===== config.mk =====
export PLATFORM = sky130hd
export DESIGN_NAME = excl_mon
export DESIGN_NICKNAME = d
export VERILOG_FILES = /design/src/rtl/excl_mon_pkg.sv /design/src/rtl/excl_span.sv /design/src/rtl/excl_entry.sv /design/src/rtl/excl_mon.sv
export SDC_FILE = /design/constraint.sdc
export NUM_CORES = 2
export LEC_CHECK = 0
export ABC_AREA = 1
export BUFFER_PORTS_ARGS = -buffer_cell sky130_fd_sc_hd__buf_2
export CELL_PAD_IN_SITES_DETAIL_PLACEMENT = 1
export CELL_PAD_IN_SITES_GLOBAL_PLACEMENT = 2
export CORE_MARGIN = 2
export CORE_UTILIZATION = 41
export DETAILED_ROUTE_END_ITERATION = 10
export PLACE_DENSITY = 0.86
export SLEW_MARGIN = 25
export SYNTH_ARGS = -nofsm -noshare
export SYNTH_HDL_FRONTEND = slang
export SYNTH_HIERARCHICAL = 1
export SYNTH_SLANG_ARGS = --single-unit

===== constraint.sdc =====
create_clock -name clk -period 13.9 [get_ports clk]
set_clock_uncertainty 0.05 [all_clocks]
set_input_delay 1.39 -clock clk [delete_from_list [all_inputs] [get_ports clk]]
set_output_delay 1.39 -clock clk [all_outputs]
set_load 0.01 [all_outputs]

===== src/rtl/excl_mon_pkg.sv =====
package excl_mon_pkg;

    localparam int SIZE_W  = 3;
    localparam int LEN_W   = 8;
    localparam int BURST_W = 2;

    typedef enum logic [BURST_W-1:0] {
        BURST_FIXED = 2'b00,
        BURST_INCR  = 2'b01,
        BURST_WRAP  = 2'b10,
        BURST_RSVD  = 2'b11
    } burst_e;

    // number of bytes touched by a whole burst
    function automatic logic [31:0] burst_bytes(input logic [SIZE_W-1:0] size,
                                                input logic [LEN_W-1:0]  len);
        return (32'(len) + 32'd1) << size;
    endfunction

endpackage


===== src/rtl/excl_span.sv =====
module excl_span
    import excl_mon_pkg::*;
#(
    parameter int ADDR_W = 16
) (
    input  logic [ADDR_W-1:0]  addr,
    input  logic [SIZE_W-1:0]  size,
    input  logic [LEN_W-1:0]   len,
    input  logic [BURST_W-1:0] burst,
    output logic [ADDR_W:0]    lo,
    output logic [ADDR_W:0]    hi
);
    localparam int SPAN_W = ADDR_W + 1;

    logic [SPAN_W-1:0] base;
    logic [SPAN_W-1:0] beat;
    logic [SPAN_W-1:0] total;

    always_comb begin
        base  = {1'b0, addr};
        beat  = SPAN_W'(1) << size;
        total = SPAN_W'(burst_bytes(size, len));
        unique case (burst_e'(burst))
            BURST_FIXED: begin
                lo = base;
                hi = base + beat - SPAN_W'(1);
            end
            BURST_WRAP: begin
                lo = base & ~(total - SPAN_W'(1));
                hi = lo + total - SPAN_W'(1);
            end
            default: begin
                lo = base;
                hi = base + total - SPAN_W'(1);
            end
        endcase
    end

endmodule


===== src/rtl/excl_entry.sv =====
module excl_entry
    import excl_mon_pkg::*;
#(
    parameter int ADDR_W = 16
) (
    input  logic              clk,
    input  logic              rst,
    input  logic              set,
    input  logic [ADDR_W-1:0] set_addr,
    input  logic [SIZE_W-1:0] set_size,
    input  logic [ADDR_W:0]   set_lo,
    input  logic [ADDR_W:0]   set_hi,
    input  logic              wr_valid,
    input  logic              wr_own_excl,
    input  logic [ADDR_W-1:0] wr_addr,
    input  logic [SIZE_W-1:0] wr_size,
    input  logic [ADDR_W:0]   wr_lo,
    input  logic [ADDR_W:0]   wr_hi,
    output logic              hit
);
    logic              vld_q;
    logic [ADDR_W-1:0] addr_q;
    logic [SIZE_W-1:0] size_q;
    logic [ADDR_W:0]   lo_q;
    logic [ADDR_W:0]   hi_q;
    logic              overlap;
    logic              clear;

    assign hit     = vld_q && (addr_q == wr_addr) && (size_q == wr_size);
    assign overlap = vld_q && !((wr_hi < lo_q) || (wr_lo > hi_q));
    assign clear   = wr_valid && (wr_own_excl || overlap);

    always_ff @(posedge clk) begin
        if (rst) begin
            vld_q  <= 1'b0;
            addr_q <= '0;
            size_q <= '0;
            lo_q   <= '0;
            hi_q   <= '0;
        end else if (set) begin
            vld_q  <= 1'b1;
            addr_q <= set_addr;
            size_q <= set_size;
            lo_q   <= set_lo;
            hi_q   <= set_hi;
        end else if (clear) begin
            vld_q  <= 1'b0;
        end
    end

endmodule


===== src/rtl/excl_mon.sv =====
module excl_mon
    import excl_mon_pkg::*;
#(
    parameter int ID_W   = 4,
    parameter int ADDR_W = 16
) (
    input  logic               clk,
    input  logic               rst,
    input  logic               enable,
    input  logic               rd_valid,
    input  logic [ID_W-1:0]    rd_id,
    input  logic [ADDR_W-1:0]  rd_addr,
    input  logic [SIZE_W-1:0]  rd_size,
    input  logic [LEN_W-1:0]   rd_len,
    input  logic [BURST_W-1:0] rd_burst,
    input  logic               rd_lock,
    input  logic               wr_valid,
    input  logic [ID_W-1:0]    wr_id,
    input  logic [ADDR_W-1:0]  wr_addr,
    input  logic [SIZE_W-1:0]  wr_size,
    input  logic [LEN_W-1:0]   wr_len,
    input  logic [BURST_W-1:0] wr_burst,
    input  logic               wr_lock,
    output logic               wr_resp_valid,
    output logic               wr_excl_pass
);
    localparam int NUM_ID = 1 << ID_W;

    logic [ADDR_W:0]   rd_lo, rd_hi, wr_lo, wr_hi;
    logic [NUM_ID-1:0] hit;
    logic              pass_d;

    excl_span #(.ADDR_W(ADDR_W)) u_rd_span (
        .addr(rd_addr), .size(rd_size), .len(rd_len), .burst(rd_burst),
        .lo(rd_lo), .hi(rd_hi)
    );

    excl_span #(.ADDR_W(ADDR_W)) u_wr_span (
        .addr(wr_addr), .size(wr_size), .len(wr_len), .burst(wr_burst),
        .lo(wr_lo), .hi(wr_hi)
    );

    for (genvar g = 0; g < NUM_ID; g++) begin : g_slot
        logic set_g;
        logic own_g;
        assign set_g = rd_valid && rd_lock && enable && (rd_id == ID_W'(g));
        assign own_g = wr_lock && (wr_id == ID_W'(g));

        excl_entry #(.ADDR_W(ADDR_W)) u_entry (
            .clk        (clk),
            .rst        (rst),
            .set        (set_g),
            .set_addr   (rd_addr),
            .set_size   (rd_size),
            .set_lo     (rd_lo),
            .set_hi     (rd_hi),
            .wr_valid   (wr_valid),
            .wr_own_excl(own_g),
            .wr_addr    (wr_addr),
            .wr_size    (wr_size),
            .wr_lo      (wr_lo),
            .wr_hi      (wr_hi),
            .hit        (hit[g])
        );
    end

    assign pass_d = wr_valid && wr_lock && enable && hit[wr_id];

    always_ff @(posedge clk) begin
        if (rst) begin
            wr_resp_valid <= 1'b0;
            wr_excl_pass  <= 1'b0;
        end else begin
            wr_resp_valid <= wr_valid;
            wr_excl_pass  <= pass_d;
        end
    end

endmodule


==> metrics.log <==
INFO  metric synth_edf_count = 0
INFO  metric share_of_the_clock_period_used_by_the_worst_path_after_layout = 48.9%
INFO  metric floorplan.io_pins = 75
INFO  metric critPathRequiredTime = 14.44 ns
INFO  metric outcome = complete, no violations
INFO  metric die_width = 376 um
INFO  metric number_of_placement_rows = 136
INFO  metric postCtsSetupBuffers = 0
INFO  metric grt_usage = 32.0%
INFO  metric post_cts_resized = 0
INFO  metric hold_path.class = reg -> reg
INFO  metric drt-wirelength-per-cell = 23.2 um
INFO  metric start_kind = primary input
INFO  metric ctsRootBufferMaster = sky130_fd_sc_hd__clkbuf_16
INFO  metric gp_congestion = 0.909
INFO  metric netlist_area_pre_place = 0.0568 mm^2
INFO  metric route.detailed.vias_per_inst = 5.58
INFO  metric cts_tree = yes
INFO  metric synth_seq_area_share = 30.5%
INFO  metric worstSetupEndpointType = register
INFO  metric clock.fmax = 147 MHz
INFO  metric clock_insertion_delay_worst_skew = 0.74 ns
INFO  metric synth.largest_area_cell = sky130_fd_sc_hd__dfxtp_1
INFO  metric dp.final_hpwl = 152000 um
INFO  metric yosysUniqueCellTypes = 56
INFO  metric timing_worst_setup_path_type = in -> reg
INFO  metric route.detailed.drc = 0
INFO  metric finalHoldViolCount = 0
INFO  metric setup_tns = 0 ns
INFO  metric final_layout_size_suffix_gt1_share = 8.50%
INFO  metric critical_path_peak_fanout = 37
INFO  metric grt_pass1_wl = 345000 um
INFO  metric drt_pass1_iterations = 7
INFO  metric crit_top_cell = sky130_fd_sc_hd__nand2_1
INFO  metric synth-async-reset-ratio = 0%
INFO  metric timing.hold.ws = 0.414 ns
INFO  metric cell_leakage_power = 26.1 nW
INFO  metric cellPowerDensity = 116 mW/mm^2
INFO  metric rsz_0062_raised_after_global_routing = no
INFO  metric worst_ep_arrival_time = 7.34 ns
INFO  metric setup_viol_count_final = 0
INFO  metric antenna_left = 0
INFO  metric grt_antenna_before_repair = 16
INFO  metric syn-mean-instance-area = 7.09 um^2
INFO  metric crit_slowest_cell = sky130_fd_sc_hd__nand3_2
INFO  metric maxSlewHeadroom = 24.3%
INFO  metric synth_top_area_share = 30.5%
INFO  metric clkTransAtPathRegs = 0.06 ns
INFO  metric pin_count_of_the_biggest_net_entering_global_routing = 191
INFO  metric grt_pass1_vias = 56.0k
INFO  metric flow.area_growth_from_synthesis = 11.0%
INFO  metric fp.dieH = 376 um
INFO  metric overflow = 0
INFO  metric route.vias.total = 55.2k
INFO  metric tritoncts.num_buffers = 105
INFO  metric finalPower = 7.30 mW
INFO  metric nets = 8765
INFO  metric design.core.area = 0.137 mm^2
INFO  metric postLayoutCoreUtil = 45.9%
INFO  metric die-area = 0.142 mm^2
INFO  metric final-max-slew-violation-count = 0
INFO  metric number_of_buffers_on_the_longest_clock_path = 3
INFO  metric start_util = 41.3%
INFO  metric io_buffer_count = 74
INFO  metric finalWorstPathRequiredPeriod = 6.80 ns
INFO  metric cp_slowest_stage_delay = 0.68 ns
INFO  metric ctsHtreeMaxLevel = 3
INFO  metric postSynthNetCount = 8762
INFO  metric totalWireLength = 230000 um
INFO  metric cts.sinks = 866
INFO  metric yosys_warnings = 6
INFO  metric synth_cells = 8017
INFO  metric synthTopCellsByArea = sky130_fd_sc_hd__dfxtp_1 31%, sky130_fd_sc_hd__ha_1 15%, sky130_fd_sc_hd__nand2_1 12%, sky130_fd_sc_hd__a211oi_1 7.6%, sky130_fd_sc_hd__inv_1 7.1%
INFO  metric detail_route.iter0.violations = 3217
INFO  metric worstMarginPinSlew = 1.13 ns
INFO  metric max_cap_viol_count = 0
INFO  metric ys.flop_type = sky130_fd_sc_hd__dfxtp_1
INFO  metric synth.ff_latch_count = 866
INFO  metric holdBufCountCts = 0
INFO  metric power.ir.vdd_worst = 0.000103 V
==> through the flow <==
step           area, um^2  instances  setup WS (ns)
2_1_floorplan       56800       8017           7.94
3_3_place_gp        59500       9706           6.61
3_5_place_dp        59500       9707           6.46
4_1_cts             63000       9897           7.23
5_1_grt             63100       9900           6.69
6_report            63100       9903           7.10
==> routing by layer <==
metal	global-route usage (%)	wire (um)	vias to the layer above
li1	-	-	26500
met3	3.93	9630	430
met2	54.6	107000	1124
met4	12.0	10200	6
met5	0	33	-
met1	41.2	103000	27100
==> kinds of logic after synthesis <==
family	Yosys count	synth area share [%]
compound gates	1654	18.5
flops	866	30.5
other cells	2	0.0132
xor+xnor	128	1.97
buf+inv	1487	10.1
fa+ha+maj	672	14.9
simple gates	3208	24.1
==> area by class of cell <==
cell class	instances	area, um^2
fillers	17400	74400
multi-input cells	5664	34200
flip-flops and latches	866	17300
inverters	1187	4480
clock buffers	160	3140
well taps	1794	2240
repair buffers	196	1340
clock inverters	30	340
diodes	6	15.0
==> state kept, by name, summed over array words and instances (netlist names) <==
register               cells
g_slot.u_entry/hi_q      272
g_slot.u_entry/size_q     48
wr_resp_valid              1
wr_excl_pass               1
g_slot.u_entry/lo_q      272
g_slot.u_entry/addr_q    256
g_slot.u_entry/vld_q      16
==> power breakdown <==
part,switching (mW),leakage (nW),internal (mW)
clock network,1.18,1.70,1.62
registers,0.00681,6.98,2.50
logic,1.39,17.5,0.599
==> cell usage after synthesis, types with 8 or more instances <==
cell and instances:
sky130_fd_sc_hd__nand2_4 13, sky130_fd_sc_hd__nand2_2 67, sky130_fd_sc_hd__a21o_1 48, sky130_fd_sc_hd__or2_0 15
sky130_fd_sc_hd__clkinv_1 52, sky130_fd_sc_hd__xor2_1 54, sky130_fd_sc_hd__nand4_1 60, sky130_fd_sc_hd__a221oi_1 51
sky130_fd_sc_hd__o211ai_1 10, sky130_fd_sc_hd__o21ai_1 19, sky130_fd_sc_hd__o21a_1 16, sky130_fd_sc_hd__ha_1 666
sky130_fd_sc_hd__buf_2 107, sky130_fd_sc_hd__nor3_1 39, sky130_fd_sc_hd__o22ai_1 67, sky130_fd_sc_hd__clkbuf_1 154
sky130_fd_sc_hd__o221ai_1 8, sky130_fd_sc_hd__buf_1 34, sky130_fd_sc_hd__a21oi_2 19, sky130_fd_sc_hd__nand3_1 274
sky130_fd_sc_hd__a22o_1 30, sky130_fd_sc_hd__xnor2_1 74, sky130_fd_sc_hd__nor2_4 26, sky130_fd_sc_hd__a21boi_0 10
sky130_fd_sc_hd__or2_2 12, sky130_fd_sc_hd__a211oi_1 577, sky130_fd_sc_hd__inv_1 1074, sky130_fd_sc_hd__nand3_2 29
sky130_fd_sc_hd__inv_2 60, sky130_fd_sc_hd__nand2_1 1747, sky130_fd_sc_hd__o21ai_0 174, sky130_fd_sc_hd__nor4_1 30
sky130_fd_sc_hd__nor2_2 38, sky130_fd_sc_hd__a21oi_1 603, sky130_fd_sc_hd__or2_1 32, sky130_fd_sc_hd__nor2_1 814
sky130_fd_sc_hd__dfxtp_1 866
==> cells in the final DEF, fill, tap and decap left out, drive strengths merged, types with 6 or more instances in the layout <==
master / count
nand2: 1827
inv: 1123
nor2: 881
dfxtp: 866
ha: 666
a21oi: 622
a211oi: 577
nand3: 308
o21ai: 196
buf: 196
clkbuf: 160
clkinv: 85
xnor2: 74
o22ai: 67
nand4: 60
or2: 59
xor2: 54
a221oi: 51
a21o: 49
nor3: 39
a22o: 30
nor4: 30
o21a: 16
o211ai: 10
a21boi: 10
o221ai: 8
diode: 6
fa: 6
==> worst max-delay path: cells and delay by family <==
family | cells | cell delay (ns)
buffers and inverters | 6 | 1.23
and+or+nand+nor | 20 | 2.62
adders and majority gates | 4 | 1.51
AOI/OAI and AO/OA | 3 | 0.50
==> worst paths after layout <==
check	end	slack, ns	start	cells after the start
worst min register to register	g_slot[3].u_entry/lo_q[0]$_SDFFE_PP0P_	0.41	g_slot[3].u_entry/lo_q[0]$_SDFFE_PP0P_	2
worst min-delay path	g_slot[3].u_entry/lo_q[0]$_SDFFE_PP0P_	0.41	g_slot[3].u_entry/lo_q[0]$_SDFFE_PP0P_	2
worst max-delay path	g_slot[14].u_entry/vld_q$_SDFFE_PP0P_	7.10	wr_size[1]	33
worst max register to register	wr_excl_pass$_SDFF_PP0_	11.31	g_slot[10].u_entry/vld_q$_SDFFE_PP0P_	12
No activity file was read; power rests on OpenSTA's default activity.
